File: config.mk
export PLATFORM = sky130hd
export DESIGN_NAME = hub_link_led
export DESIGN_NICKNAME = d
export VERILOG_FILES = /design/src/rtl/hub_led_pkg.sv /design/src/rtl/led_port_track.sv /design/src/rtl/led_blink_timer.sv /design/src/rtl/hub_link_led.sv
export SDC_FILE = /design/constraint.sdc
export NUM_CORES = 1
export LEC_CHECK = 0
export ABC_AREA = 1
export BUFFER_PORTS_ARGS = -buffer_cell sky130_fd_sc_hd__buf_2
export CAP_MARGIN = 10
export CORE_AREA = 5 5 88 70
export CTS_CLUSTER_SIZE = 8
export DETAILED_ROUTE_END_ITERATION = 16
export DIE_AREA = 0 0 93 75
export HOLD_SLACK_MARGIN = 0.03
export PLACE_DENSITY = 0.77
export SLEW_MARGIN = 15
export SYNTH_ARGS = -nofsm -noshare
export SYNTH_HDL_FRONTEND = slang
export SYNTH_SLANG_ARGS = --single-unit
File: constraint.sdc
create_clock -name clk -period 2.05 [get_ports clk]
set_input_delay 0.205 -clock clk [delete_from_list [all_inputs] [get_ports clk]]
set_output_delay 0.205 -clock clk [all_outputs]
set_load 0.01 [all_outputs]
File: src/rtl/hub_led_pkg.sv
package hub_led_pkg;

    // Per-port traffic bookkeeping: an open packet and the seen-traffic flag.
    typedef struct packed {
        logic in_pkt;
        logic seen;
    } trk_t;

endpackage

File: src/rtl/led_port_track.sv
module led_port_track
    import hub_led_pkg::*;
(
    input  logic clk,
    input  logic rst_n,
    input  logic en_i,
    input  logic sop_i,
    input  logic eop_ok_i,
    input  logic eop_bad_i,
    output logic seen_next_o,
    output logic retrig_o
);

    trk_t trk_d, trk_q;
    logic hit;

    // A packet counts only when a good end closes an open packet.
    assign hit = en_i & eop_ok_i & trk_q.in_pkt;

    always_comb begin
        trk_d = trk_q;
        if (!en_i) begin
            trk_d = '0;
        end else begin
            if (sop_i)
                trk_d.in_pkt = 1'b1;
            else if (eop_ok_i || eop_bad_i)
                trk_d.in_pkt = 1'b0;
            if (hit)
                trk_d.seen = 1'b1;
        end
    end

    always_ff @(posedge clk or negedge rst_n) begin
        if (!rst_n) trk_q <= '0;
        else        trk_q <= trk_d;
    end

    assign seen_next_o = trk_d.seen;
    assign retrig_o    = hit & trk_q.seen;

    // a bad end leaves no packet open.
    p_abort_closes_r3: assert property (@(posedge clk) disable iff (!rst_n)
        (en_i && eop_bad_i && !sop_i) |=> !trk_q.in_pkt);

    // the first valid packet records traffic.
    p_first_hit_sets_r2: assert property (@(posedge clk) disable iff (!rst_n)
        (en_i && eop_ok_i && trk_q.in_pkt) |=> trk_q.seen);

    // disabling clears the record.
    p_disable_clears_r6: assert property (@(posedge clk) disable iff (!rst_n)
        !en_i |=> (trk_q == '0));

endmodule

File: src/rtl/led_blink_timer.sv
module led_blink_timer #(
    parameter int BLINK_CYC = 50000
) (
    input  logic clk,
    input  logic rst_n,
    input  logic clr_i,
    input  logic load_i,
    output logic idle_next_o
);

    localparam int CW = $clog2(BLINK_CYC + 1);
    localparam logic [CW-1:0] LOAD_VAL = CW'(BLINK_CYC);

    typedef struct packed {
        logic [CW-1:0] cnt;
    } tmr_t;

    tmr_t tmr_d, tmr_q;

    always_comb begin
        tmr_d = tmr_q;
        if (clr_i)
            tmr_d.cnt = '0;
        else if (load_i)
            tmr_d.cnt = LOAD_VAL;
        else if (tmr_q.cnt != '0)
            tmr_d.cnt = tmr_q.cnt - 1'b1;
    end

    always_ff @(posedge clk or negedge rst_n) begin
        if (!rst_n) tmr_q <= '0;
        else        tmr_q <= tmr_d;
    end

    assign idle_next_o = (tmr_d.cnt == '0);

    // every retrigger reloads the full off-time.
    p_reload_full_r5: assert property (@(posedge clk) disable iff (!rst_n)
        (load_i && !clr_i) |=> (tmr_q.cnt == LOAD_VAL));

    // a running off-time counts down by one each cycle.
    p_count_down_r4: assert property (@(posedge clk) disable iff (!rst_n)
        (tmr_q.cnt != '0 && !load_i && !clr_i) |=> (tmr_q.cnt == $past(tmr_q.cnt) - 1'b1));

endmodule

File: src/rtl/hub_link_led.sv
module hub_link_led #(
    parameter int NPORT     = 2,
    parameter int BLINK_CYC = 50000,
    parameter int ALT_PORT  = NPORT - 1
) (
    input  logic             clk,
    input  logic             rst_n,
    input  logic [NPORT-1:0] port_en_i,
    input  logic [NPORT-1:0] sop_good_i,
    input  logic [NPORT-1:0] eop_good_i,
    input  logic [NPORT-1:0] eop_bad_i,
    input  logic             suspend_i,
    input  logic             alt_pin_mode_i,
    output logic [NPORT-1:0] led_n_o
);

    typedef struct packed {
        logic [NPORT-1:0] led_n;
    } out_t;

    out_t out_d, out_q;
    logic [NPORT-1:0] seen_next, retrig, idle_next, lit;

    for (genvar g = 0; g < NPORT; g++) begin : g_port
        led_port_track u_track (
            .clk        (clk),
            .rst_n      (rst_n),
            .en_i       (port_en_i[g]),
            .sop_i      (sop_good_i[g]),
            .eop_ok_i   (eop_good_i[g]),
            .eop_bad_i  (eop_bad_i[g]),
            .seen_next_o(seen_next[g]),
            .retrig_o   (retrig[g])
        );

        led_blink_timer #(.BLINK_CYC(BLINK_CYC)) u_timer (
            .clk        (clk),
            .rst_n      (rst_n),
            .clr_i      (!port_en_i[g]),
            .load_i     (retrig[g]),
            .idle_next_o(idle_next[g])
        );

        // Alternate pin mode removes the indicator of ALT_PORT.
        if (g == ALT_PORT) begin : g_alt
            assign lit[g] = port_en_i[g] & seen_next[g] & idle_next[g]
                            & !suspend_i & !alt_pin_mode_i;
        end else begin : g_std
            assign lit[g] = port_en_i[g] & seen_next[g] & idle_next[g] & !suspend_i;
        end

        // a disabled port is dark from the next edge.
        p_disabled_dark_r6: assert property (@(posedge clk) disable iff (!rst_n)
            !port_en_i[g] |=> led_n_o[g]);
    end

    always_comb begin
        out_d       = out_q;
        out_d.led_n = ~lit;
    end

    always_ff @(posedge clk or negedge rst_n) begin
        if (!rst_n) out_q <= '{led_n: '1};
        else        out_q <= out_d;
    end

    assign led_n_o = out_q.led_n;

    // suspend darkens every indicator.
    p_suspend_dark_r7: assert property (@(posedge clk) disable iff (!rst_n)
        suspend_i |=> (&led_n_o));

    // alternate pin mode darkens the selected port.
    p_alt_dark_r8: assert property (@(posedge clk) disable iff (!rst_n)
        alt_pin_mode_i |=> led_n_o[ALT_PORT]);

endmodule

==> impl_metrics.ini, run 1 <==
[critical_path]
crit_start = g_port[0].u_timer.tmr_q[0]
reg2reg_setup_slack_ps = 210
worstPathMaxFanout = 4
r2r.worst_path.cells = 11
start_kind = flip-flop
r2r-start = g_port[0].u_timer.tmr_q[0]
r2r_end = led_n_o[0]
cp.required_ps = 2260
worstPathArrival_ps = 2060
crit_end = led_n_o[0]
path_class = reg -> reg
crit_path_end_kind = flip-flop

[yosys]
synth_nets = 381
ys_ff_latch = 38
avgSynthCellArea_um2 = 6.83
ys_types = 27
syn_inst = 365
synth-seq-area-share_pct = 38.2
netlist_area_um2 = 2490
synth_warnings = 0

[floorplanning]
core.rowCount = 23
initial_utilization_pct = 48.1
fp.dieH_um = 75
ios = 14
dieWidth_um = 93
die_area_um2 = 6980
coreArea_um2 = 5180

[clocking]
clockBufferDepth = 2
cts_hold_buffers = 1
cts.sinks = 38
clk_pin_slew_ps = 80
cts-buffers-inserted = 5
post_cts_buffers = 0
postCtsResizedCells = 0
cts_tree = yes
clk_latency_ps = 300
cts-htree-levels = 2
clockRootBuffer = clkbuf_8

[detailed_routing]
vias_per_cell = 5.10
vias = 2297
antenna_left = 0
drt_iter0_drc = 322
route.detailed.drc = 0
routed_wl_mm = 5.65
first_pass_iters = 5
post_drt_wl_per_cell_um = 12.5

[global_route]
grt_pass1_wl_mm = 10.0
grt_max_degree = 25
grt.total_usage_pct = 18.2
grt_pass1_vias = 2142
gr-total-overflow = 0
grt_antenna_before_repair = 0

[placement]
placedCellCount = 441
dp_hpwl_mm = 4.39
routabilityCongestion = 1.01
io_buffer_count = 13

[timing]
skew_ps = 7.85
worstMarginPinSlew_ps = 542
hold_viol = 0
rsz0062_at_grt = no
slew_violations = 0
final.setup.tns_ps = 0
fin_crit_sh_pct = 89.9
fmax_ghz = 0.543
min_period_ps = 1840
setup_viol = 0
slew_headroom_pct = 63.8

[cells_and_area]
finalNonFillerCells = 450
syn2layout_area_growth_pct = 10.6
final_cell_mix = nand2_1 (105), nor2_1 (61), inv_1 (56)
final_common_cell = nand2_1
drive_above_1_share_pct = 12.6
nets = 403
n_antenna_cell = 0
fillCellCount = 490

[pwr]
power_frac_seq_pct = 26.4
total_leakage_power_nw = 1.61
powerDensity_nw_per_um2 = 1690
pwr-share-clk_pct = 13.6
p_sw_share_pct = 50.2
power.switching_w = 0.00234
p_comb_share_pct = 60.0
max-vdd-ir-drop_uv = 1120
p_int_w = 0.00232

[run]
max_cap_viol_count = 0

[min_path]
hold_class = in -> reg

[run_status]
outcome = finished clean
cells in the mapped netlist, drive strengths merged:
cell type / count / share of area [%]
dfstp: 2 / 2.1
a21oi: 13 / 2.6
or2: 1 / 0.25
dfrtp: 36 / 36
nor3: 3 / 1.5
o21bai: 1 / 0.30
nand2: 112 / 18
o21ai: 7 / 1.4
ha: 4 / 2.0
buf: 1 / 0.45
nand4: 7 / 1.8
nor3b: 2 / 0.60
xnor2: 5 / 1.8
nand3: 26 / 5.2
nor2: 73 / 13
a211oi: 1 / 0.30
xor2: 4 / 1.4
o21a: 2 / 0.60
nand3b: 7 / 2.1
inv: 58 / 8.7
worst max-delay path: stages, from the launching register on:
cell and delay [ps]:
dfrtp_1 420, inv_1 160, ha_1 270, nand2_1 130, nor2_1 130, nor2_1 50
nor2_1 140, nand2_1 90, o21ai_1 130, nand2_1 80, nor2_1 90, nand3_1 90
per-stage QoR:
| step | setup slack, ps | power, W | utilization [%] | area, µm² | hold WS [ps] |
|---|---|---|---|---|---|
| after floorplan | 507 | 0.00343 | - | 2490 | -90.6 |
| after global placement | 341 | 0.00392 | 51.0 | 2640 | 216 |
| after detailed placement | 274 | 0.00397 | 51.0 | 2640 | 221 |
| after CTS | 235 | 0.00463 | 53.3 | 2760 | 125 |
| after global routing | 11.6 | 0.00514 | 53.3 | 2760 | 131 |
| final | 207 | 0.00465 | 53.3 | 2760 | 126 |
registers in the layout, indices dropped and copies added (netlist names):
register              flops
led_n_o                   2
g_port.u_track.trk_q      4
g_port.u_timer.tmr_q     32
how the worst min path moves through the flow:
stage,startpoint,to,slack [ps],cells after the start
2_1_floorplan,rst_n,g_port[0].u_timer.tmr_q[0],-90,0
5_1_grt,sop_good_i[1],g_port[1].u_track.trk_q[1],130,2
3_5_place_dp,rst_n,g_port[0].u_timer.tmr_q[1],220,1
6_report,sop_good_i[1],g_port[1].u_track.trk_q[1],130,2
4_1_cts,sop_good_i[1],g_port[1].u_track.trk_q[1],120,2
3_3_place_gp,rst_n,g_port[0].u_timer.tmr_q[1],220,1
power groups by stage:
| stage | clock network [W] | registers, W | logic (W) |
|---|---|---|---|
| floorplan | 0 | 0.00117 | 0.00226 |
| global placement | 0 | 0.00123 | 0.00269 |
| detailed placement | 0 | 0.00123 | 0.00274 |
| CTS | 0.000650 | 0.00122 | 0.00276 |
| global route | 0.000677 | 0.00126 | 0.00320 |
| finish | 0.000635 | 0.00123 | 0.00279 |
per-layer routing:
metal | track usage (%) | up-vias | share of wire [%]
met4 | 5.53 | 0 | 1.6
li1 | - | 1172 | -
met2 | 27.0 | 93 | 41
met5 | 0 | - | 0
met1 | 27.3 | 1019 | 50
met3 | 3.00 | 13 | 7.4
cells by family (layout without fill, tap and decap cells):
| group | count (synthesis) | count (layout) | share of synthesized area [%] |
|---|---|---|---|
| AO/OA/AOI/OAI | 24 | 24 | 5.22 |
| XOR/XNOR | 9 | 9 | 3.16 |
| adder cells (fa/ha/maj) | 4 | 4 | 2.01 |
| buffers and inverters | 59 | 82 | 9.18 |
| flip-flops | 38 | 38 | 38.2 |
| AND/OR/NAND/NOR | 231 | 231 | 42.2 |
area by class of cell:
class | instances | area (µm²) | share of cell area [%]
multi-input combinational | 268 | 1310 | 47.5
sequential | 38 | 953 | 34.6
inverter | 58 | 218 | 7.89
timing repair buffer | 16 | 90.1 | 3.27
tap | 62 | 77.6 | 2.81
clock buffer | 5 | 68.8 | 2.49
clock inverter | 3 | 40.0 | 1.45
Note: power is estimated with default switching activity, not from simulation.
==> inputs of run 2 (changes only) <==
--- a/config.mk
+++ b/config.mk
@@ -8,10 +8,10 @@
 export ABC_AREA = 1
 export BUFFER_PORTS_ARGS = -buffer_cell sky130_fd_sc_hd__buf_2
 export CAP_MARGIN = 10
-export CORE_AREA = 5 5 88 70
+export CORE_AREA = 2 2 85 67
 export CTS_CLUSTER_SIZE = 8
 export DETAILED_ROUTE_END_ITERATION = 16
-export DIE_AREA = 0 0 93 75
+export DIE_AREA = 0 0 87 69
 export HOLD_SLACK_MARGIN = 0.03
 export PLACE_DENSITY = 0.77
 export SLEW_MARGIN = 15
==> impl_metrics.ini, run 2 (synthesized netlist as in run 1, its figures left out) <==
[run_status]
outcome = finished clean

[pwr]
power_w = 0.00484
total_leakage_power_nw = 1.61
powerDensity_nw_per_um2 = 1750
max-vdd-ir-drop_uv = 1100

[floorplanning]
dieWidth_um = 87
fp.dieH_um = 69
ios = 14
core.rowCount = 23
initial_utilization_pct = 48.4
die_area_um2 = 6000
coreArea_um2 = 5150

[cells_and_area]
syn2layout_area_growth_pct = 11.0
final_common_cell = nand2_1
drive_above_1_share_pct = 12.2
top_register = g_port.u_timer.tmr_q
n_antenna_cell = 0
design_area_um2 = 2770
fillCellCount = 486
largest_reg_flops = 32
final_cell_mix = nand2_1 (105), nor2_1 (61), inv_1 (56)
nets = 400

[placement]
place_ws_ps = 309
routabilityCongestion = 0.954
io_buffer_count = 13
dp_hpwl_mm = 4.42
placed_area_um2 = 2630

[global_route]
grt_pass1_wl_mm = 10.1
gr-total-overflow = 0
grt.total_usage_pct = 21.2
grt_max_degree = 39
grt_antenna_before_repair = 0
grt_pass1_vias = 2147

[timing]
slew_headroom_pct = 43.0
fmax_ghz = 0.553
hold_viol = 0
rsz0062_at_grt = no
setup_viol = 0
skew_ps = 4.44
min_period_ps = 1810
setup_ws_ps = 240
slew_violations = 0
final.setup.tns_ps = 0
fin_crit_sh_pct = 88.3
worstMarginPinSlew_ps = 854

[clocking]
cts_tree = yes
clk_pin_slew_ps = 80
cts.sinks = 38
postCtsResizedCells = 0
cts_hold_buffers = 0
cts-htree-levels = 2
clockRootBuffer = clkbuf_8
cts-buffers-inserted = 5
clk_latency_ps = 290
post_cts_buffers = 0
clockBufferDepth = 2

[detailed_routing]
antenna_left = 0
post_drt_wl_per_cell_um = 12.9
first_pass_iters = 5
vias_per_cell = 5.13
routed_wl_mm = 5.78
drt_iter0_drc = 274
vias = 2294
route.detailed.drc = 0

[run]
max_cap_viol_count = 0

[critical_path]
worstPathMaxFanout = 7
start_kind = flip-flop
r2r.worst_path.cells = 11
worstPathArrival_ps = 2020
path_class = reg -> reg
reg2reg_setup_slack_ps = 240
crit_start = g_port[0].u_timer.tmr_q[0]
r2r_end = led_n_o[0]
cp.required_ps = 2260
crit_path_end_kind = flip-flop
r2r-start = g_port[0].u_timer.tmr_q[0]

[min_path]
hold_class = in -> async
[run 2: cell types whose count changed in the layout (fill, tap and decap cells not counted), sizes merged]
cell         previous run  this run
clkinv                  2         0
dlygate4sd3             1         0
buf                    15        13
clkbuf                  5         6
bufinv                  1         2
[run 2: power breakdown]
group,total [W],internal [W],switching [W]
logic,0.00280,0.000969,0.00183
clock network,0.000802,0.000519,0.000283
registers,0.00123,0.000985,0.000246
total,0.00484,0.00247,0.00236
[run 2: critical path, stage by stage (launching register included)]
cell and delay, ps:
dfrtp_1 410, inv_1 140, ha_1 180, nand2_1 60
nor2_1 180, nand2_2 150, nor2_1 110, nor2_1 60
nor2_1 140, nand2_1 70, nor2_1 130, nand3_1 100
[run 2: stage by stage]
stage | util [%] | hold WS [ps] | instances
floorplan | - | -90.6 | 365
global placement | 51.0 | 354 | 439
detailed placement | 51.0 | 362 | 439
CTS | 53.7 | 41.6 | 447
global route | 53.7 | 106 | 447
finish | 53.7 | 4.10 | 447
[run 2: per-layer routing]
| metal | wire (µm) | global-route usage [%] | part of all wire (%) |
|---|---|---|---|
| met1 | 2990 | 34.6 | 52 |
| met3 | 398 | 3.71 | 6.9 |
| met2 | 2320 | 27.9 | 40 |
| met4 | 60 | 6.25 | 1.0 |
| met5 | 0 | 0 | 0 |
[run 2: worst max-delay path by stage]
stage / endpoint / slack (ps) / cells after the start
floorplan: led_n_o[1] / 510 / 12
global route: led_n_o[0] / 6 / 13
CTS: led_n_o[1] / 300 / 11
finish: led_n_o[0] / 240 / 11
detailed placement: led_n_o[1] / 310 / 11
global placement: led_n_o[1] / 300 / 10
[run 2: layout make-up]
type / count / area [µm²] / share of cell area, %
inverters: 58 / 218 / 7.87
multi-input cells: 268 / 1310 / 47.4
clock inverters: 2 / 60.1 / 2.17
clock buffers: 6 / 82.6 / 2.98
flip-flops and latches: 38 / 953 / 34.4
well taps: 62 / 77.6 / 2.80
repair buffers: 13 / 65.1 / 2.35
